## config.mk

```make
export PLATFORM = sky130hd
export DESIGN_NAME = susp_pad_ctrl
export DESIGN_NICKNAME = d
export VERILOG_FILES = /design/src/rtl/susp_pkg.sv /design/src/rtl/susp_mode_fsm.sv /design/src/rtl/susp_port_gate.sv /design/src/rtl/susp_dbb_gate.sv /design/src/rtl/susp_misc_gate.sv /design/src/rtl/susp_pad_ctrl.sv
export SDC_FILE = /design/constraint.sdc
export NUM_CORES = 1
export LEC_CHECK = 0
export ABC_AREA = 1
export BUFFER_PORTS_ARGS = -buffer_cell sky130_fd_sc_hd__clkbuf_2
export CORE_AREA = 8 8 86 88
export CTS_CLUSTER_DIAMETER = 80
export CTS_CLUSTER_SIZE = 16
export DETAILED_ROUTE_END_ITERATION = 10
export DIE_AREA = 0 0 94 96
export GPL_TIMING_DRIVEN = 0
export PLACE_DENSITY_LB_ADDON = 0.12
export SYNTH_ARGS = -nofsm -noshare
export SYNTH_HDL_FRONTEND = slang
export SYNTH_SLANG_ARGS = --single-unit
```

## constraint.sdc

```tcl
create_clock -name clk -period 1.6 [get_ports clk]
set_input_delay 0 -clock clk [delete_from_list [all_inputs] [get_ports clk]]
set_output_delay 0 -clock clk [all_outputs]
set_load 0.005 [all_outputs]
```

## src/rtl/susp_pkg.sv

```systemverilog
package susp_pkg;

  typedef enum logic {
    MODE_RUN  = 1'b0,
    MODE_SUSP = 1'b1
  } pad_mode_e;

  // Priority: reset, then wake, then request; otherwise hold.
  function automatic pad_mode_e next_mode(input pad_mode_e cur,
                                          input logic      rst,
                                          input logic      wake,
                                          input logic      req);
    if (rst || wake) return MODE_RUN;
    if (req)         return MODE_SUSP;
    return cur;
  endfunction

endpackage

```

## src/rtl/susp_mode_fsm.sv

```systemverilog
module susp_mode_fsm
  import susp_pkg::*;
(
  input  logic      clk,
  input  logic      rst,
  input  logic      req,
  input  logic      wake,
  output pad_mode_e mode_nx,
  output pad_mode_e mode_q
);

  always_comb mode_nx = next_mode(mode_q, rst, wake, req);

  always_ff @(posedge clk) begin
    if (rst) mode_q <= MODE_RUN;
    else     mode_q <= mode_nx;
  end

endmodule

```

## src/rtl/susp_port_gate.sv

```systemverilog
module susp_port_gate #(
  parameter int PW = 8
) (
  input  logic          clk,
  input  logic          sus,
  input  logic [PW-1:0] oe_i,
  input  logic [PW-1:0] do_i,
  input  logic [PW-1:0] pin_i,
  output logic [PW-1:0] oe_o,
  output logic [PW-1:0] do_o,
  output logic [PW-1:0] ie_o,
  output logic [PW-1:0] pu_o,
  output logic [PW-1:0] core_o
);

  logic [PW-1:0] en_c;

  always_comb en_c = sus ? '0 : '1;

  always_ff @(posedge clk) begin
    oe_o   <= oe_i & en_c;
    do_o   <= do_i & en_c;
    ie_o   <= en_c;
    pu_o   <= en_c;
    core_o <= pin_i & en_c;
  end

endmodule

```

## src/rtl/susp_dbb_gate.sv

```systemverilog
module susp_dbb_gate #(
  parameter int DW = 8
) (
  input  logic          clk,
  input  logic          sus,
  input  logic          cs,
  input  logic          rd,
  input  logic          wr,
  input  logic          oe_i,
  input  logic [DW-1:0] do_i,
  input  logic [DW-1:0] pin_i,
  output logic          oe_o,
  output logic [DW-1:0] do_o,
  output logic          ie_o,
  output logic [DW-1:0] core_o
);

  logic oe_c;
  logic ie_c;

  // While suspended the bus buffer is steered by the raw host strobes.
  always_comb begin
    oe_c = sus ? (cs & rd) : oe_i;
    ie_c = sus ? (cs & wr) : 1'b1;
  end

  always_ff @(posedge clk) begin
    oe_o   <= oe_c;
    do_o   <= do_i;
    ie_o   <= ie_c;
    core_o <= pin_i & {DW{ie_c}};
  end

endmodule

```

## src/rtl/susp_misc_gate.sv

```systemverilog
module susp_misc_gate (
  input  logic clk,
  input  logic sus,
  input  logic cs,
  input  logic rd,
  input  logic wr,
  input  logic a0,
  input  logic t0,
  input  logic t1,
  input  logic ea,
  input  logic ss,
  input  logic prog_i,
  input  logic sync_i,
  output logic ctl_ie_o,
  output logic tst_ie_o,
  output logic ea_ie_o,
  output logic ea_pu_o,
  output logic ss_ie_o,
  output logic ss_pu_o,
  output logic osc_en_o,
  output logic prog_o,
  output logic sync_o,
  output logic core_cs,
  output logic core_rd,
  output logic core_wr,
  output logic core_a0,
  output logic core_t0,
  output logic core_t1,
  output logic core_ea,
  output logic core_ss
);

  logic run;

  always_comb run = ~sus;

  always_ff @(posedge clk) begin
    ctl_ie_o <= run;
    tst_ie_o <= run;
    ea_ie_o  <= run;
    ea_pu_o  <= run;
    ss_ie_o  <= run;
    ss_pu_o  <= 1'b1;
    osc_en_o <= run;
    prog_o   <= sus | prog_i;
    sync_o   <= sus | sync_i;
    core_cs  <= cs & run;
    core_rd  <= rd & run;
    core_wr  <= wr & run;
    core_a0  <= a0 & run;
    core_t0  <= t0 & run;
    core_t1  <= t1 & run;
    core_ea  <= ea & run;
    core_ss  <= ss & run;
  end

endmodule

```

## src/rtl/susp_pad_ctrl.sv

```systemverilog
module susp_pad_ctrl
  import susp_pkg::*;
#(
  parameter int NUM_PORTS = 2,
  parameter int PORT_W    = 8,
  parameter int DBB_W     = 8
) (
  input  logic                        clk,
  input  logic                        rst,
  input  logic                        susp_req,
  input  logic                        wake,
  input  logic                        pad_cs,
  input  logic                        pad_rd,
  input  logic                        pad_wr,
  input  logic                        pad_a0,
  input  logic                        pad_t0,
  input  logic                        pad_t1,
  input  logic                        pad_ea,
  input  logic                        pad_ss,
  input  logic [NUM_PORTS*PORT_W-1:0] prt_oe_i,
  input  logic [NUM_PORTS*PORT_W-1:0] prt_do_i,
  input  logic [NUM_PORTS*PORT_W-1:0] prt_pin_i,
  input  logic                        dbb_oe_i,
  input  logic [DBB_W-1:0]            dbb_do_i,
  input  logic [DBB_W-1:0]            dbb_pin_i,
  input  logic                        prog_i,
  input  logic                        sync_i,
  output logic                        in_susp,
  output logic [NUM_PORTS*PORT_W-1:0] prt_oe_o,
  output logic [NUM_PORTS*PORT_W-1:0] prt_do_o,
  output logic [NUM_PORTS*PORT_W-1:0] prt_ie_o,
  output logic [NUM_PORTS*PORT_W-1:0] prt_pu_o,
  output logic                        dbb_oe_o,
  output logic [DBB_W-1:0]            dbb_do_o,
  output logic                        dbb_ie_o,
  output logic                        ctl_ie_o,
  output logic                        tst_ie_o,
  output logic                        ea_ie_o,
  output logic                        ea_pu_o,
  output logic                        ss_ie_o,
  output logic                        ss_pu_o,
  output logic                        osc_en_o,
  output logic                        prog_o,
  output logic                        sync_o,
  output logic [NUM_PORTS*PORT_W-1:0] core_prt_in,
  output logic [DBB_W-1:0]            core_dbb_in,
  output logic                        core_cs,
  output logic                        core_rd,
  output logic                        core_wr,
  output logic                        core_a0,
  output logic                        core_t0,
  output logic                        core_t1,
  output logic                        core_ea,
  output logic                        core_ss
);

  localparam int PB = NUM_PORTS * PORT_W;

  pad_mode_e mode_nx;
  pad_mode_e mode_q;
  logic      sus_nx;

  susp_mode_fsm u_fsm (
    .clk     (clk),
    .rst     (rst),
    .req     (susp_req),
    .wake    (wake),
    .mode_nx (mode_nx),
    .mode_q  (mode_q)
  );

  // Pad controls are loaded from the mode being entered on this edge.
  always_comb sus_nx  = (mode_nx == MODE_SUSP);
  always_comb in_susp = (mode_q == MODE_SUSP);

  for (genvar g = 0; g < NUM_PORTS; g++) begin : g_port
    susp_port_gate #(.PW(PORT_W)) u_port (
      .clk    (clk),
      .sus    (sus_nx),
      .oe_i   (prt_oe_i[g*PORT_W +: PORT_W]),
      .do_i   (prt_do_i[g*PORT_W +: PORT_W]),
      .pin_i  (prt_pin_i[g*PORT_W +: PORT_W]),
      .oe_o   (prt_oe_o[g*PORT_W +: PORT_W]),
      .do_o   (prt_do_o[g*PORT_W +: PORT_W]),
      .ie_o   (prt_ie_o[g*PORT_W +: PORT_W]),
      .pu_o   (prt_pu_o[g*PORT_W +: PORT_W]),
      .core_o (core_prt_in[g*PORT_W +: PORT_W])
    );
  end

  susp_dbb_gate #(.DW(DBB_W)) u_dbb (
    .clk    (clk),
    .sus    (sus_nx),
    .cs     (pad_cs),
    .rd     (pad_rd),
    .wr     (pad_wr),
    .oe_i   (dbb_oe_i),
    .do_i   (dbb_do_i),
    .pin_i  (dbb_pin_i),
    .oe_o   (dbb_oe_o),
    .do_o   (dbb_do_o),
    .ie_o   (dbb_ie_o),
    .core_o (core_dbb_in)
  );

  susp_misc_gate u_misc (
    .clk      (clk),
    .sus      (sus_nx),
    .cs       (pad_cs),
    .rd       (pad_rd),
    .wr       (pad_wr),
    .a0       (pad_a0),
    .t0       (pad_t0),
    .t1       (pad_t1),
    .ea       (pad_ea),
    .ss       (pad_ss),
    .prog_i   (prog_i),
    .sync_i   (sync_i),
    .ctl_ie_o (ctl_ie_o),
    .tst_ie_o (tst_ie_o),
    .ea_ie_o  (ea_ie_o),
    .ea_pu_o  (ea_pu_o),
    .ss_ie_o  (ss_ie_o),
    .ss_pu_o  (ss_pu_o),
    .osc_en_o (osc_en_o),
    .prog_o   (prog_o),
    .sync_o   (sync_o),
    .core_cs  (core_cs),
    .core_rd  (core_rd),
    .core_wr  (core_wr),
    .core_a0  (core_a0),
    .core_t0  (core_t0),
    .core_t1  (core_t1),
    .core_ea  (core_ea),
    .core_ss  (core_ss)
  );

endmodule

```

* Word level (Yosys, flattened, before mapping)
Index checks and enable logic that the tools add are counted.
** Word-level totals
- Memory bits (writable) :: 0
- Memories kept :: 0
- Output and inout port bits :: 116
- Flip-flop bits (word level) :: 86
- ROM bits :: 0
- Latch bits :: 0
- Input port bits :: 79
- Logic and storage cells :: 54
** Operators by class
- Shift operators :: 0
- Muxes and demuxes :: 10
- Reductions and logical operators :: 1
- Bitwise gates (word level) :: 20
- Equal/unequal tests :: 0
- $add $sub $neg :: 0
- Div/mod/pow operators :: 0
- $lt $le $gt $ge :: 0
- Multipliers :: 0
** Operators by type and width (count)
- $and A8 B8 Y8 :: 7
- $and A1 B1 Y1 :: 10
- $mux W1 :: 9
- $mux W8 :: 1
- $or A1 B1 Y1 :: 2
- $logic_or A1 B1 Y1 :: 1
- $not A1 Y1 :: 1

* Longest topological paths before layout
Gate-level depths: netlist of the first run.
- Word-level depth :: 7
- Mapped depth :: 7
- Depth with buffers taken out :: 5

* By module
From an unflattened synthesis of the first run, not the netlist that was laid out.
** Unflattened totals
- Cell total of the unflattened synthesis :: 272
- Area, all modules :: 2538.7 µm²
** By module, submodules not included
- susp_port_gate :: sequential area each 500.5 µm², instances 2, cells each 92, area an instance 833.3 µm²
- susp_dbb_gate :: sequential area each 360.3 µm², instances 1, cells each 41, area an instance 467.9 µm²
- susp_misc_gate :: sequential area each 220.2 µm², instances 1, cells each 40, area an instance 359.1 µm²
- susp_mode_fsm :: sequential area each 20.0 µm², instances 1, cells each 7, area an instance 45.0 µm²

* Least setup slack after synthesis of the first run
No wires, ideal clock.
- Path type :: reg-to-output
- From :: register, netlist name g_port[0].u_port.ie_o[6]
- To :: output ea_ie_o
- Arrival time :: 1.134 ns
- Path buffers :: 1
- Cell stages (with the launch flop) :: 2
- Setup slack :: 0.466 ns
- Data required time :: 1.600 ns
- Path through :: dfxtp_1 buf_4
** RTL lines
- to (decl) :: line susp_pad_ctrl.sv:38 : output logic ea_ie_o,

* Worst setup path after layout of the first run
- From :: register g_port[0].u_port.ie_o[6]
- To :: output prt_ie_o[6]
** RTL lines
- from (decl) :: line susp_port_gate.sv:11 : output logic [PW-1:0] ie_o,
- from (signal assigned) :: line susp_port_gate.sv:23 : ie_o <= en_c;
- to (decl) :: line susp_pad_ctrl.sv:31 : output logic [NUM_PORTS*PORT_W-1:0] prt_ie_o,
No word-level cell between the ends.

==> flow_summary.json, run 1 <==
{
  "hold_path_class": "in2reg",
  "numCtsBuffers": 9,
  "first_pass_iters": 4,
  "globalplace.congestion": 0.741,
  "worstPathMaxFanout": 38,
  "cts_setup_buffers": 0,
  "root_buffer": "clkbuf_8",
  "drt_iter0_markers": 44,
  "start_util_pct": 40.6,
  "cap_violations": 0,
  "vias_per_cell": 3.83,
  "clkSinkCount": 78,
  "port_buffers": 193,
  "worstSetupPathType": "reg2out",
  "wl_mm": 8.11,
  "overflow": 0,
  "critPathCaptureType": "output port",
  "die_area_sq_um": 9020,
  "ir_worst_vdd_mv": 0.728,
  "nFillCells": 462,
  "clk_pin_slew_ns": 0.08,
  "vias": 2425,
  "rr_worst_depth": 6,
  "grt_max_degree": 39,
  "required_ns": 1.60,
  "status": "finished clean",
  "power.total_w": 0.00409,
  "die_h_microns": 96,
  "num_rows": 29,
  "ys_ff_latch": 78,
  "pin_count": 195,
  "core-area_sq_um": 6100,
  "critPathArrivalTime_ns": 1.41,
  "power_density_nw_per_um2": 905,
  "worst_pin_slew_ns": 0.624,
  "die_w_microns": 94,
  "slew-limit-headroom_pct": 58.4,
  "p_leak_nw": 2.60,
  "fmax_ghz": 0.707,
  "clk_latency_ns": 0.33,
  "setup_viol": 0,
  "wl_per_cell_microns": 12.8,
  "drive_gt1_share_pct": 46.2,
  "critical_path.startpoint_type": "register",
  "ant_nets": 0,
  "fin_tns_setup_ns": 0,
  "track_usage_pct": 18.0,
  "drv_slew": 0,
  "grt_pass1_wl_mm": 12.6,
  "dp_hpwl_mm": 5.64,
  "skew_ns": 0.00669,
  "period_minus_slack_ns": 1.41,
  "synthesis.nets": 346,
  "ys_types": 14,
  "cts_tree": "done",
  "nets": 630,
  "hold_viol": 0,
  "ys_seq_area_share_pct": 63.1,
  "syn_inst": 267,
  "synth.avg_cell_area_sq_um": 9.26,
  "period_share_pct": 88.4,
  "drc": 0,
  "netlist_area_sq_um": 2470,
  "ys.warnings.count": 0,
  "n_antenna_cell": 0,
  "htree_levels": 3,
  "clockBufferDepth": 2,
  "area_delta_synth_final_pct": 82.5,
  "grt_pass1_vias": 2579,
  "rsz0062_at_grt": "no",
  "antenna_found_initial": 0,
  "min_path_cells": 3
}
[state kept, by name, indices dropped and copies added, names as in the netlist, 8 cells and up]
signal                count
g_port.u_port.do_o       16
u_dbb.core_o              8
u_dbb.do_o                8
g_port.u_port.core_o     16
g_port.u_port.oe_o       16
[critical path: stages, from the launching register on]
cell      delay, ns
dfxtp_2        0.74
buf_4          0.21
clkbuf_2       0.12
[layout by cell type (no fill, tap or decap)]
cell,count
buf_2,2
buf_4,38
buf_6,4
clkbuf_1,2
clkbuf_2,193
clkbuf_8,10
clkinvlp_4,3
conb_1,1
dfxtp_1,77
dfxtp_2,1
dlygate4sd3_1,80
inv_1,68
inv_2,1
inv_6,1
nand2_1,14
nand2_2,1
nand2_4,1
nand3_2,1
nand3b_1,1
nor2_1,56
nor2_4,1
[synthesized netlist by cell type]
cell type	number	area (sq um)
nor2_4	1	11.3
conb_1	1	3.75
buf_6	4	45.0
nand2_4	1	11.3
buf_4	38	285
buf_2	2	10.0
nand3b_1	1	7.51
nand2_1	14	52.6
dfxtp_1	78	1560
nand3_2	1	10.0
nand2_2	1	6.26
inv_2	1	3.75
nor2_1	56	210
inv_1	68	255
[area by class of cell]
| cell class | instances | area, sq um | area share, % |
|---|---|---|---|
| multi-input cells | 76 | 313 | 6.93 |
| flip-flops and latches | 78 | 1560 | 34.6 |
| inverters | 69 | 259 | 5.74 |
| repair buffers | 273 | 1770 | 39.1 |
| well taps | 77 | 96.3 | 2.13 |
| clock inverters | 4 | 31.3 | 0.693 |
| clock buffers | 12 | 145 | 3.22 |
| plain buffers | 44 | 340 | 7.54 |
[final timing paths]
path | from | to | slack (ns)
worst max-delay path | g_port[0].u_port.ie_o[6] | prt_ie_o[6] | 0.19
worst min-delay path | rst | u_dbb.ie_o | 0.02
worst max register to register | u_fsm.mode_q | u_dbb.oe_o | 0.28
worst min register to register | u_fsm.mode_q | u_dbb.ie_o | 0.67
[per-layer routing]
layer	vias up	GRT usage, %	share of wire [%]
met3	14	8.74	11
li1	1260	-	-
met5	-	0	0
met4	0	7.66	1.7
met1	1041	18.0	38
met2	110	31.4	50
[report_power, final]
group          internal [W]  total [W]  switching, W
clock network      0.000612    0.00130      0.000692
logic              0.000411   0.000664      0.000253
registers           0.00207    0.00212     0.0000454
total               0.00310    0.00409      0.000991
[timing repair]
item | in CTS | in global routing
gates resized for setup | 1 | 0
endpoints found under the setup margin | 38 | 0
hold buffers | 80 | 0
endpoints found under the hold margin | 76 | 0
[per-stage QoR]
stage                     cells  hold WS (ns)  setup WS [ns]  instance area, sq um  util [%]
after CTS                   633       0.00854          0.151                  4510      74.1
after detailed placement    537         0.104          0.137                  3540      58.0
after floorplan             267        0.0277          0.466                  2470         -
final                       633        0.0230          0.185                  4510      74.1
after global placement      537         0.103          0.222                  3540      58.0
after global routing        633        0.0243         0.0617                  4510      74.1
[cell families (layout without fill, tap and decap cells)]
group	Yosys count	count (layout)	share of synthesized area, %
buffers and inverters	113	402	24.2
flip-flops	78	78	63.1
other	1	1	0.152
AND/OR/NAND/NOR	75	75	12.5
(Power assumes the default switching activity.)
==> inputs of run 2 (changes only) <==
CELL_PAD_IN_SITES_DETAIL_PLACEMENT = 0   (was default)
CELL_PAD_IN_SITES_GLOBAL_PLACEMENT = 1   (was default)
CORE_AREA = 8 8 103 105   (was 8 8 86 88)
DIE_AREA = 0 0 111 113   (was 0 0 94 96)
==> run 2 against run 1 <==
Core utilization down 23 points; count of clock-buffer cells in the layout did not move; highest routed layer unchanged; setup slack better by 0.015 ns; cell count up 5.5%; critical path depth did not move; fmax up 1.0%; largest cell class unchanged; via count down 0.21%.
==> flow_summary.json, run 2 (synthesized netlist as in run 1, its figures left out) <==
{
  "reg2reg_from": "u_fsm.mode_q",
  "dp_hpwl_mm": 5.86,
  "period_share_pct": 87.5,
  "rsz0062_at_grt": "no",
  "biggestRegsByFlops": "g_port.u_port.core_o x16, g_port.u_port.do_o x16, g_port.u_port.oe_o x16",
  "multi_input_area_sq_um": 313,
  "clk_pin_slew_ns": 0.08,
  "nets": 631,
  "vias_per_cell": 3.62,
  "p_leak_nw": 2.60,
  "wl_mm": 8.11,
  "critPathArrivalTime_ns": 1.40,
  "layout_common_cells": "clkbuf_2, dlygate4sd3_1, dfxtp_1",
  "drt_iter0_markers": 43,
  "power_density_nw_per_um2": 890,
  "worstSetupPathType": "reg2out",
  "dp.cells": 571,
  "timing.hold.ws_ns": 0.0318,
  "die_w_microns": 111,
  "htree_levels": 3,
  "num_rows": 35,
  "cap_violations": 0,
  "vias": 2420,
  "wl_per_cell_microns": 12.1,
  "worst_pin_slew_ns": 0.624,
  "nFillCells": 841,
  "cts_setup_buffers": 0,
  "critical_path.startpoint_type": "register",
  "finalNonFillerCells": 668,
  "register_area_sq_um": 1560,
  "die_area_sq_um": 12500,
  "slowest_stage": "dfxtp_2",
  "fmax_ghz": 0.714,
  "overflow": 0,
  "grt_pass1_vias": 2628,
  "globalplace.congestion": 0.611,
  "clkSinkCount": 78,
  "worstPathMaxFanout": 38,
  "slowest_delay_ns": 0.73,
  "port_buffers": 193,
  "combPwrFrac_pct": 16.3,
  "clk_latency_ns": 0.34,
  "numCtsBuffers": 9,
  "grt_pass1_wl_mm": 12.9,
  "setup_viol": 0,
  "period_minus_slack_ns": 1.40,
  "fin_tns_setup_ns": 0,
  "pwr-share-clk_pct": 31.5,
  "ant_nets": 0,
  "core-area_sq_um": 8980,
  "ir_worst_vdd_mv": 0.364,
  "pin_count": 195,
  "rr_worst_depth": 6,
  "critPathCaptureType": "output port",
  "switching_power_w": 0.000997,
  "drv_slew": 0,
  "first_pass_iters": 3,
  "track_usage_pct": 12.7,
  "cts_tree": "done",
  "clockBufferDepth": 2,
  "drive_gt1_share_pct": 46.0,
  "power.total_w": 0.00405,
  "r2r-end": "u_dbb.oe_o",
  "seqPwrFrac_pct": 52.2,
  "grt_max_degree": 39,
  "mostFrequentLayoutCell": "clkbuf_2",
  "root_buffer": "clkbuf_8",
  "cp_cell_sequence": "buf_4 > clkbuf_2",
  "ff2ff_setup_slack_ns": 0.29,
  "start_util_pct": 27.6,
  "area_delta_synth_final_pct": 84.3,
  "endpoint": "prt_pu_o[15]",
  "n_antenna_cell": 0,
  "cp-startpoint": "g_port[0].u_port.ie_o[6]",
  "required_ns": 1.60,
  "die_h_microns": 113,
  "swShare_pct": 24.6,
  "slew-limit-headroom_pct": 58.4,
  "intPower_w": 0.00306,
  "hold_viol": 0,
  "skew_ns": 0.00852,
  "antenna_found_initial": 0,
  "hold_path_class": "in2reg",
  "status": "finished clean",
  "drc": 0
}
run 2: how the worst min path moves through the flow:
stage	startpoint	to	slack, ns	cells after the start
3_5_place_dp	dbb_do_i[4]	u_dbb.do_o[4]	0.10	1
6_report	susp_req	u_dbb.oe_o	0.03	5
3_3_place_gp	dbb_do_i[0]	u_dbb.do_o[0]	0.10	1
5_1_grt	susp_req	u_dbb.oe_o	0.06	5
2_1_floorplan	dbb_do_i[0]	u_dbb.do_o[0]	0.03	0
4_1_cts	susp_req	u_dbb.oe_o	0.01	5
run 2: area by class of cell:
cell class,count,share of cell area (%)
multi-input cells,76,6.86
flip-flops and latches,78,34.3
plain buffers,44,7.47
repair buffers,274,39.0
inverters,69,5.68
clock buffers,12,2.96
clock inverters,4,0.714
well taps,111,3.05
run 2: metrics by stage:
step                      setup WS [ns]  utilization, %  cell area, sq um
after detailed placement          0.146            39.9              3580
final                             0.200            50.8              4560
after global placement            0.214            39.9              3580
after floorplan                   0.466               -              2470
after CTS                         0.152            50.8              4560
after global routing             0.0676            50.8              4560
run 2: routing by layer:
metal | vias to the layer above | global-route usage (%) | wire length (microns)
li1 | 1263 | - | -
met1 | 1039 | 13.1 | 3200
met2 | 111 | 22.0 | 4040
met3 | 7 | 5.71 | 786
met4 | 0 | 5.50 | 83
met5 | - | 0 | 0
run 2: critical path, delay by kind of cell (launching register included):
kind                   cells  cell delay (ns)
buffers and inverters      2             0.33
flip-flops                 1             0.73
run 2: what timing repair did:
item / 4_1_cts / 5_1_grt
endpoints found under the setup margin: 38 / 0
gates resized for setup: 1 / 0
hold buffers: 81 / 0
hold endpoints to repair: 76 / 0
run 2: power by group through the flow:
stage | clock, W | combinational (W) | sequential [W]
final | 0.00128 | 0.000662 | 0.00212
after global routing | 0.00141 | 0.000735 | 0.00213
after CTS | 0.00136 | 0.000673 | 0.00212
after detailed placement | 0 | 0.000513 | 0.00216
after global placement | 0 | 0.000513 | 0.00216
after floorplan | 0 | 0.000182 | 0.00218
